[src/rtl/mc_pkg.sv]
package mc_pkg;
    typedef enum logic [1:0] {
        ST_PWRUP  = 2'd0,
        ST_IDLE   = 2'd1,
        ST_ACCESS = 2'd2,
        ST_PRECHG = 2'd3
    } mc_state_e;
endpackage

[src/rtl/mc_phase_timer.sv]
module mc_phase_timer #(
    parameter int W       = 4,
    parameter int RST_VAL = 0
) (
    input  logic         clk,
    input  logic         rst_n,
    input  logic         load,
    input  logic [W-1:0] load_val,
    output logic         expired
);
    logic [W-1:0] cnt_q;

    always_ff @(posedge clk or negedge rst_n) begin
        if (!rst_n) begin
            cnt_q <= W'(RST_VAL);
        end else if (load) begin
            cnt_q <= load_val;
        end else if (cnt_q != '0) begin
            cnt_q <= cnt_q - 1'b1;
        end
    end

    assign expired = (cnt_q == '0);
endmodule

[src/rtl/mc_req_latch.sv]
module mc_req_latch #(
    parameter int ADDR_W = 13,
    parameter int DATA_W = 8
) (
    input  logic              clk,
    input  logic              rst_n,
    input  logic              take,
    input  logic              wr_in,
    input  logic [ADDR_W-1:0] addr_in,
    input  logic [DATA_W-1:0] data_in,
    output logic              wr_q,
    output logic [ADDR_W-1:0] addr_q,
    output logic [DATA_W-1:0] data_q
);
    always_ff @(posedge clk or negedge rst_n) begin
        if (!rst_n) begin
            wr_q   <= 1'b0;
            addr_q <= '0;
            data_q <= '0;
        end else if (take) begin
            wr_q   <= wr_in;
            addr_q <= addr_in;
            data_q <= data_in;
        end
    end
endmodule

[src/rtl/mc_data_path.sv]
module mc_data_path #(
    parameter int DATA_W = 8
) (
    input  logic              clk,
    input  logic              rst_n,
    input  logic              drive,
    input  logic              capture,
    input  logic [DATA_W-1:0] wdata,
    input  logic [DATA_W-1:0] dq_i,
    output logic [DATA_W-1:0] dq_o,
    output logic              dq_oe,
    output logic              rsp_valid,
    output logic [DATA_W-1:0] rsp_rdata
);
    assign dq_o  = wdata;
    assign dq_oe = drive;

    always_ff @(posedge clk or negedge rst_n) begin
        if (!rst_n) begin
            rsp_valid <= 1'b0;
            rsp_rdata <= '0;
        end else begin
            rsp_valid <= capture;
            if (capture) begin
                rsp_rdata <= dq_i;
            end
        end
    end
endmodule

[src/rtl/strobe_mem_ctrl.sv]
module strobe_mem_ctrl
    import mc_pkg::*;
#(
    parameter int ADDR_W    = 13,
    parameter int DATA_W    = 8,
    parameter int ACT_CYC   = 7,
    parameter int PC_CYC    = 6,
    parameter int HOLD_CYC  = 2,
    parameter int PWRUP_CYC = 1000000
) (
    input  logic              clk,
    input  logic              rst_n,
    input  logic              req_valid,
    output logic              req_ready,
    input  logic              req_write,
    input  logic [ADDR_W-1:0] req_addr,
    input  logic [DATA_W-1:0] req_wdata,
    output logic              rsp_valid,
    output logic [DATA_W-1:0] rsp_rdata,
    output logic              mem_ce_n,
    output logic              mem_we_n,
    output logic              mem_oe_n,
    output logic [ADDR_W-1:0] mem_addr,
    output logic [DATA_W-1:0] mem_dq_o,
    output logic              mem_dq_oe,
    input  logic [DATA_W-1:0] mem_dq_i
);
    localparam int MAX_AP  = (ACT_CYC > PC_CYC) ? ACT_CYC : PC_CYC;
    localparam int MAX_ALL = (PWRUP_CYC > MAX_AP) ? PWRUP_CYC : MAX_AP;
    localparam int TW      = (MAX_ALL < 2) ? 1 : $clog2(MAX_ALL + 1);
    localparam int CW      = $clog2(ACT_CYC + PC_CYC + HOLD_CYC + 2);

    mc_state_e          state_q, state_d;
    logic               tmr_load;
    logic [TW-1:0]      tmr_val;
    logic               tmr_done;
    logic               accept;
    logic               wr_q;
    logic [DATA_W-1:0]  wdata_q;
    logic               drive;
    logic               capture;

    mc_phase_timer #(.W(TW), .RST_VAL(PWRUP_CYC - 1)) u_timer (
        .clk      (clk),
        .rst_n    (rst_n),
        .load     (tmr_load),
        .load_val (tmr_val),
        .expired  (tmr_done)
    );

    mc_req_latch #(.ADDR_W(ADDR_W), .DATA_W(DATA_W)) u_req (
        .clk     (clk),
        .rst_n   (rst_n),
        .take    (accept),
        .wr_in   (req_write),
        .addr_in (req_addr),
        .data_in (req_wdata),
        .wr_q    (wr_q),
        .addr_q  (mem_addr),
        .data_q  (wdata_q)
    );

    mc_data_path #(.DATA_W(DATA_W)) u_data (
        .clk       (clk),
        .rst_n     (rst_n),
        .drive     (drive),
        .capture   (capture),
        .wdata     (wdata_q),
        .dq_i      (mem_dq_i),
        .dq_o      (mem_dq_o),
        .dq_oe     (mem_dq_oe),
        .rsp_valid (rsp_valid),
        .rsp_rdata (rsp_rdata)
    );

    // State register
    always_ff @(posedge clk or negedge rst_n) begin
        if (!rst_n) begin
            state_q <= ST_PWRUP;
        end else begin
            state_q <= state_d;
        end
    end

    // Transitions and timer loads
    always_comb begin
        state_d  = state_q;
        tmr_load = 1'b0;
        tmr_val  = '0;
        accept   = 1'b0;
        unique case (state_q)
            ST_PWRUP: begin
                if (tmr_done) state_d = ST_IDLE;
            end
            ST_IDLE: begin
                if (req_valid) begin
                    accept   = 1'b1;
                    state_d  = ST_ACCESS;
                    tmr_load = 1'b1;
                    tmr_val  = TW'(ACT_CYC - 1);
                end
            end
            ST_ACCESS: begin
                if (tmr_done) begin
                    state_d  = ST_PRECHG;
                    tmr_load = 1'b1;
                    tmr_val  = TW'(PC_CYC - 1);
                end
            end
            ST_PRECHG: begin
                if (tmr_done) state_d = ST_IDLE;
            end
            default: state_d = ST_PWRUP;
        endcase
    end

    // Strobes decoded from the state
    always_comb begin
        req_ready = 1'b0;
        mem_ce_n  = 1'b1;
        mem_we_n  = 1'b1;
        mem_oe_n  = 1'b1;
        drive     = 1'b0;
        capture   = 1'b0;
        unique case (state_q)
            ST_PWRUP:  ;
            ST_IDLE:   req_ready = 1'b1;
            ST_ACCESS: begin
                mem_ce_n = 1'b0;
                mem_we_n = !wr_q;
                mem_oe_n = wr_q;
                drive    = wr_q;
                capture  = !wr_q && tmr_done;
            end
            ST_PRECHG: ;
            default:   ;
        endcase
    end

    // Bus-timing checks
    logic [CW-1:0] lo_cnt, hi_cnt;
    always_ff @(posedge clk or negedge rst_n) begin
        if (!rst_n) begin
            lo_cnt <= '0;
            hi_cnt <= '0;
        end else if (!mem_ce_n) begin
            hi_cnt <= '0;
            if (lo_cnt != CW'(ACT_CYC + HOLD_CYC + 1)) lo_cnt <= lo_cnt + 1'b1;
        end else begin
            lo_cnt <= '0;
            if (hi_cnt != CW'(PC_CYC + 1)) hi_cnt <= hi_cnt + 1'b1;
        end
    end

    assert_ready_drops_R2: assert property (@(posedge clk) disable iff (!rst_n)
        (req_valid && req_ready) |=> (!req_ready && !mem_ce_n));
    assert_ce_low_width_R3: assert property (@(posedge clk) disable iff (!rst_n)
        $rose(mem_ce_n) |-> (lo_cnt == CW'(ACT_CYC)));
    assert_precharge_R4: assert property (@(posedge clk) disable iff (!rst_n)
        $fell(mem_ce_n) |-> (hi_cnt >= CW'(PC_CYC)));
    assert_addr_hold_R5: assert property (@(posedge clk) disable iff (!rst_n)
        (!mem_ce_n && lo_cnt != '0 && lo_cnt <= CW'(HOLD_CYC)) |-> $stable(mem_addr));
    assert_addr_steady_R5: assert property (@(posedge clk) disable iff (!rst_n)
        (!mem_ce_n && lo_cnt != '0) |-> $stable(mem_addr));
    assert_we_inside_ce_R6: assert property (@(posedge clk) disable iff (!rst_n)
        !mem_we_n |-> !mem_ce_n);
    assert_drive_only_write_R7: assert property (@(posedge clk) disable iff (!rst_n)
        mem_dq_oe |-> (!mem_we_n && mem_oe_n));
    assert_no_contention_R8: assert property (@(posedge clk) disable iff (!rst_n)
        !mem_oe_n |-> !mem_dq_oe);
    assert_rsp_single_R9: assert property (@(posedge clk) disable iff (!rst_n)
        rsp_valid |-> ($rose(mem_ce_n) && !$past(mem_oe_n)));
endmodule

[config.mk]
export PLATFORM = sky130hd
export DESIGN_NAME = strobe_mem_ctrl
export DESIGN_NICKNAME = d
export VERILOG_FILES = /design/src/rtl/mc_pkg.sv /design/src/rtl/mc_phase_timer.sv /design/src/rtl/mc_req_latch.sv /design/src/rtl/mc_data_path.sv /design/src/rtl/strobe_mem_ctrl.sv
export SDC_FILE = /design/constraint.sdc
export NUM_CORES = 1
export LEC_CHECK = 0
export ABC_AREA = 1
export BUFFER_PORTS_ARGS = -buffer_cell sky130_fd_sc_hd__buf_2
export CORE_AREA = 5 5 109 111
export CTS_BUF_LIST = sky130_fd_sc_hd__clkbuf_16
export CTS_CLUSTER_SIZE = 10
export DETAILED_ROUTE_END_ITERATION = 7
export DIE_AREA = 0 0 114 116
export PLACE_DENSITY_LB_ADDON = 0.12
export SYNTH_ARGS = -nofsm -noshare
export SYNTH_HDL_FRONTEND = slang
export SYNTH_SLANG_ARGS = --single-unit
export TNS_END_PERCENT = 50
[constraint.sdc]
create_clock -name clk -period 2.5 [get_ports clk]
set_input_delay 0.5 -clock clk [delete_from_list [all_inputs] [get_ports clk]]
set_output_delay 0.5 -clock clk [all_outputs]
set_load 0.01 [all_outputs]
* Yosys cells after proc, flatten, opt, wreduce, memory -nomap -nowiden *
Index checks and enable logic that the tools add are counted.

storage, ports and cells
  flip-flop bits (word level) = 53
  input bits = 33
  word-level logic and storage cells = 41

cells by class
  $add $sub $neg = 1
  equal/unequal tests = 6
  mux-type cells = 19
  reductions and logical operators = 8

operators with widths
  operator                                                               number
  20-bit 2-to-1 mux                                                      2
  20-bit zero test                                                       1
  20-bit nonzero test                                                    1
  20-bit by 1-bit subtractor with 20-bit output (second input constant)  1
  1-bit 2-to-1 mux                                                       9
  2-bit 2-to-1 mux                                                       3
  3-bit 2-to-1 mux                                                       2
  2-bit one-hot mux with 3 select lines                                  1
  3-bit one-hot mux with 2 select lines                                  1
  2-bit == test (second input constant)                                  2
  2-bit != test (second input constant)                                  2
  3-bit AND reduction                                                    1
  2-bit by 1-bit == test with 1-bit output (second input constant)       1
  2-bit zero test                                                        1
  2-bit by 1-bit != test with 1-bit output (second input constant)       1
  1-bit one-hot mux with 2 select lines                                  1
  2-bit nonzero test                                                     1
  2-bit OR reduction                                                     1
  1-bit logical AND                                                      1
  1-bit zero test                                                        1

* Logic depth before layout (Yosys ltp) *
  depth after elaboration = 4
  gate-level depth with buffers = 12
  gate-level depth less buffers = 12

* By module *
Synthesis repeated with hierarchy kept, for this count alone.

second synthesis, totals
  cell total of the unflattened synthesis = 382
  area, all modules = 2,864.0 um^2

by module, submodules not included
  module           times used  cells each  area each (um^2)  seq. area each (um^2)
  mc_phase_timer   1           209         1,405.1           515.5
  mc_req_latch     1           93          839.6             550.5
  mc_data_path     1           44          397.9             225.2
  strobe_mem_ctrl  1           36          221.5             50.0

* Worst setup path before layout *
OpenSTA, ideal clock, no wires.

  kind = reg-to-reg
  from = register u_timer.cnt_q[0]
  to = register u_data.rsp_rdata[0]
  arrival = 1.421 ns
  data required time = 2.384 ns
  slack = 0.962 ns
  cell stages (with the launch flop) = 13
  clock period less this slack = 1.538 ns
  cell sequence = dfstp_2 -> inv_1 -> ha_1 -> nand2_1 -> nor2_1 -> nand2_1 -> nor2_4 -> nand2_2 -> nor2_4 -> nand2_4 -> clkinv_4 -> nand2_1 -> nand2_1

on the way
  cells in the longest elaborated chain, start to end = 3

RTL lines
  item                    line                    source
  start, declared         mc_phase_timer.sv:11    logic [W-1:0] cnt_q;
  start signal, assigned  mc_phase_timer.sv:15    cnt_q <= W'(RST_VAL);
  start signal, assigned  mc_phase_timer.sv:17    cnt_q <= load_val;
  start signal, assigned  mc_phase_timer.sv:19    cnt_q <= cnt_q - 1'b1;
  20-bit zero test        mc_phase_timer.sv:23    assign expired = (cnt_q == '0);
  1-bit logical AND       strobe_mem_ctrl.sv:133  capture = !wr_q && tmr_done;
  1-bit 2-to-1 mux        strobe_mem_ctrl.sv:125  unique case (state_q)
  named net capture       strobe_mem_ctrl.sv:41   logic capture;
  end signal, assigned    mc_data_path.sv:25      rsp_rdata <= dq_i;
  end, declared           mc_data_path.sv:13      output logic [DATA_W-1:0] rsp_rdata

The timed path passes the listed nets, and every way through them passes these cells.
A chain may end at the register's enable or synchronous reset.

* Worst setup path in the final report *
  from = register state_q[0]
  to = output mem_ce_n

on the way
  cells in the longest elaborated chain, start to end = 2

RTL lines
  item                    line                    source
  start, declared         strobe_mem_ctrl.sv:33   mc_state_e state_q, state_d;
  start signal, assigned  strobe_mem_ctrl.sv:81   state_q <= state_d;
  2-bit == test           strobe_mem_ctrl.sv:125
  1-bit 2-to-1 mux        strobe_mem_ctrl.sv:125
  end, declared           strobe_mem_ctrl.sv:20   output logic mem_ce_n,

No other way between the ends.

==> impl_metrics.json <==
{
  "status": "finished clean",
  "min_period_ps": 1870,
  "final_cell_area_um2": 3330,
  "initial_core_util": 0.247,
  "tritoncts": "done",
  "cp-end-kind": "output port",
  "hold_buffers": 0,
  "maxCapViolations": 0,
  "htree_num_levels": 2,
  "antenna_found_initial": 0,
  "p_int_mw": 2.41,
  "drt_iter0_markers": 68,
  "grtUsageMet2": 0.167,
  "rsz0062_at_grt": "no",
  "yosys_warnings": 0,
  "synth_top_cell_area_share": 0.388,
  "p_comb_frac": 0.431,
  "cp.required_ps": 2000,
  "cts.clk_slew.worst_paths_ps": 80,
  "row_count": 38,
  "cts.path.max_buffers": 2,
  "firstDrtPassIters": 4,
  "core_um2": 10700,
  "syn_nets": 368,
  "clk_root_buffer_cell": "clkbuf_16",
  "detailed_place.area_um2": 3160,
  "via_count": 2226,
  "gp_congestion": 0.796,
  "hpwl_mm": 5.11,
  "ant_nets": 0,
  "p_switching_mw": 1.74,
  "synth.largest_area_cell": "dfrtp_1",
  "setup.worst_path.start_class": "flip-flop",
  "met3_usage": 0.0381,
  "peakVddDrop_v": 0.000379,
  "critPathMaxFanout": 5,
  "power_density_nw_per_um2": 1240,
  "synthDistinctLibCells": 27,
  "dieArea_um2": 13200,
  "clkPwrFrac": 0.201,
  "mostFrequentLayoutCells": "127 x nand2_1, 67 x buf_2, 41 x dfrtp_1",
  "numCtsBuffers": 5,
  "min_path_type": "input pin to asynchronous set/reset pin",
  "avgSynthCellArea_um2": 8.01,
  "timing.setup.tns_ps": 0,
  "use_met1": 0.146,
  "cts_sinks": 53,
  "grt_max_degree": 39,
  "totalWireLength_mm": 6.76,
  "grt_pass1_vias": 2373,
  "ys_seq_area_frac": 0.508,
  "synthCells": 330,
  "power_frac_seq": 0.368,
  "critical_path_class": "flip-flop to output port",
  "yosys-top-cells-area": "dfrtp_1 39%, nand2_1 18%, dfstp_2 12%",
  "p_leak_nw": 1.73,
  "avgRoutedWirePerCell_um": 12.5,
  "slew_headroom": 0.705,
  "final_nets": 439,
  "ios": 68,
  "cts_setup_buffers": 0,
  "synth_seq_cells": 53,
  "fillers": 1159,
  "synthesis.area_um2": 2640,
  "drc_errors": 0,
  "die_h_um": 116,
  "numPortBuffers": 67,
  "setup-violations-final": 0,
  "switching_share": 0.419,
  "grt_overflow": 0,
  "fin_worst_skew_ps": 9.28,
  "fp.dieW_um": 114,
  "period_share": 0.747,
  "drv_slew": 0,
  "drive_gt1_frac": 0.269,
  "grt.total_usage": 0.108,
  "grt_busiest_layer": "met2",
  "max_freq_mhz": 535,
  "vias_per_cell": 4.11,
  "critPathArrivalTime_ps": 1370,
  "layout_commonest_cell": "nand2_1",
  "final-hold-violation-count": 0,
  "grt_pass1_wl_mm": 11.4,
  "worst_slew_pin_slew_ps": 442,
  "clk_latency_ps": 300,
  "area_delta_synth_final_pct": 26.1,
  "n_antenna_cell": 0,
  "cts_resized": 0
}
==> kinds of logic (layout without fill, tap and decap cells) <==
family | count (synthesis) | count (layout) | share of synthesized area
buf+inv | 42 | 114 | 0.0649
compound gates | 13 | 13 | 0.0275
fa+ha+maj | 5 | 5 | 0.0237
simple gates | 206 | 206 | 0.340
xor+xnor | 11 | 11 | 0.0365
flops | 53 | 53 | 0.508
==> registers in the layout, indices dropped and copies added (netlist names) <==
name / cells
u_data.rsp_valid: 1
u_req.wr_q: 1
u_req.data_q: 8
u_data.rsp_rdata: 8
u_req.addr_q: 13
u_timer.cnt_q: 20
state_q: 2
==> worst max-delay path: stages (launching register included) <==
cell     delay (ps)
dfrtp_1         400
inv_1            60
ha_1            260
inv_1           180
buf_2           170
==> area by class of cell <==
| type | count | area (µm²) | area share |
|---|---|---|---|
| well taps | 140 | 175 | 0.0526 |
| clock buffers | 5 | 125 | 0.0376 |
| inverters | 36 | 140 | 0.0421 |
| multi-input cells | 235 | 1130 | 0.339 |
| repair buffers | 70 | 370 | 0.111 |
| flip-flops and latches | 53 | 1340 | 0.403 |
| clock inverters | 3 | 50.0 | 0.0150 |
==> through the flow <==
stage	power (mW)	utilization	hold WS [ps]	instances	worst slack (ps)
2_1_floorplan	2.75	-	204	330	962
3_3_place_gp	3.36	0.295	458	534	677
3_5_place_dp	3.36	0.295	462	534	623
4_1_cts	4.23	0.311	161	542	598
5_1_grt	4.51	0.311	172	542	452
6_report	4.14	0.311	139	542	632
==> power by group through the flow <==
stage                     logic (mW)  clock network, mW  registers [mW]
final                           1.79              0.834            1.52
after floorplan                 1.17                  0            1.59
after global placement          1.83                  0            1.54
after global routing            2.04              0.906            1.57
after CTS                       1.83              0.873            1.52
after detailed placement        1.83                  0            1.53
==> cell usage after synthesis, drive strengths merged <==
master / n
nand2: 131
clkinv: 2
xnor2: 3
a21oi: 5
nor2: 40
ha: 5
nand3: 10
dfrtp: 41
clkbuf: 2
dfstp: 12
o2111ai: 2
nor3: 18
buf: 4
xor2: 8
nand4: 7
o21ai: 6
inv: 34
==> per-layer routing <==
layer,vias to the layer above,part of all wire
li1,1156,-
met4,0,0.0073
met5,-,0
met3,5,0.072
met2,55,0.43
met1,1010,0.49
==> path summary, 6_finish.rpt <==
check	slack (ps)	cells past startpoint	endpoint	from
max reg2reg	640	11	u_timer.cnt_q[15]$_DFFE_PN0P_	u_timer.cnt_q[0]$_DFFE_PN1P_
min	140	1	u_req.data_q[0]$_DFFE_PN0P_	rst_n
min reg2reg	480	2	u_req.data_q[3]$_DFFE_PN0P_	u_req.data_q[3]$_DFFE_PN0P_
min in group clk	390	3	u_data.rsp_rdata[0]$_DFFE_PN0P_	mem_dq_i[0]
max in group asynchronous	1740	2	u_timer.cnt_q[9]$_DFFE_PN1P_	rst_n
max	630	4	mem_ce_n	state_q[0]$_DFFE_PN0P_
(Power assumes the default switching activity.)
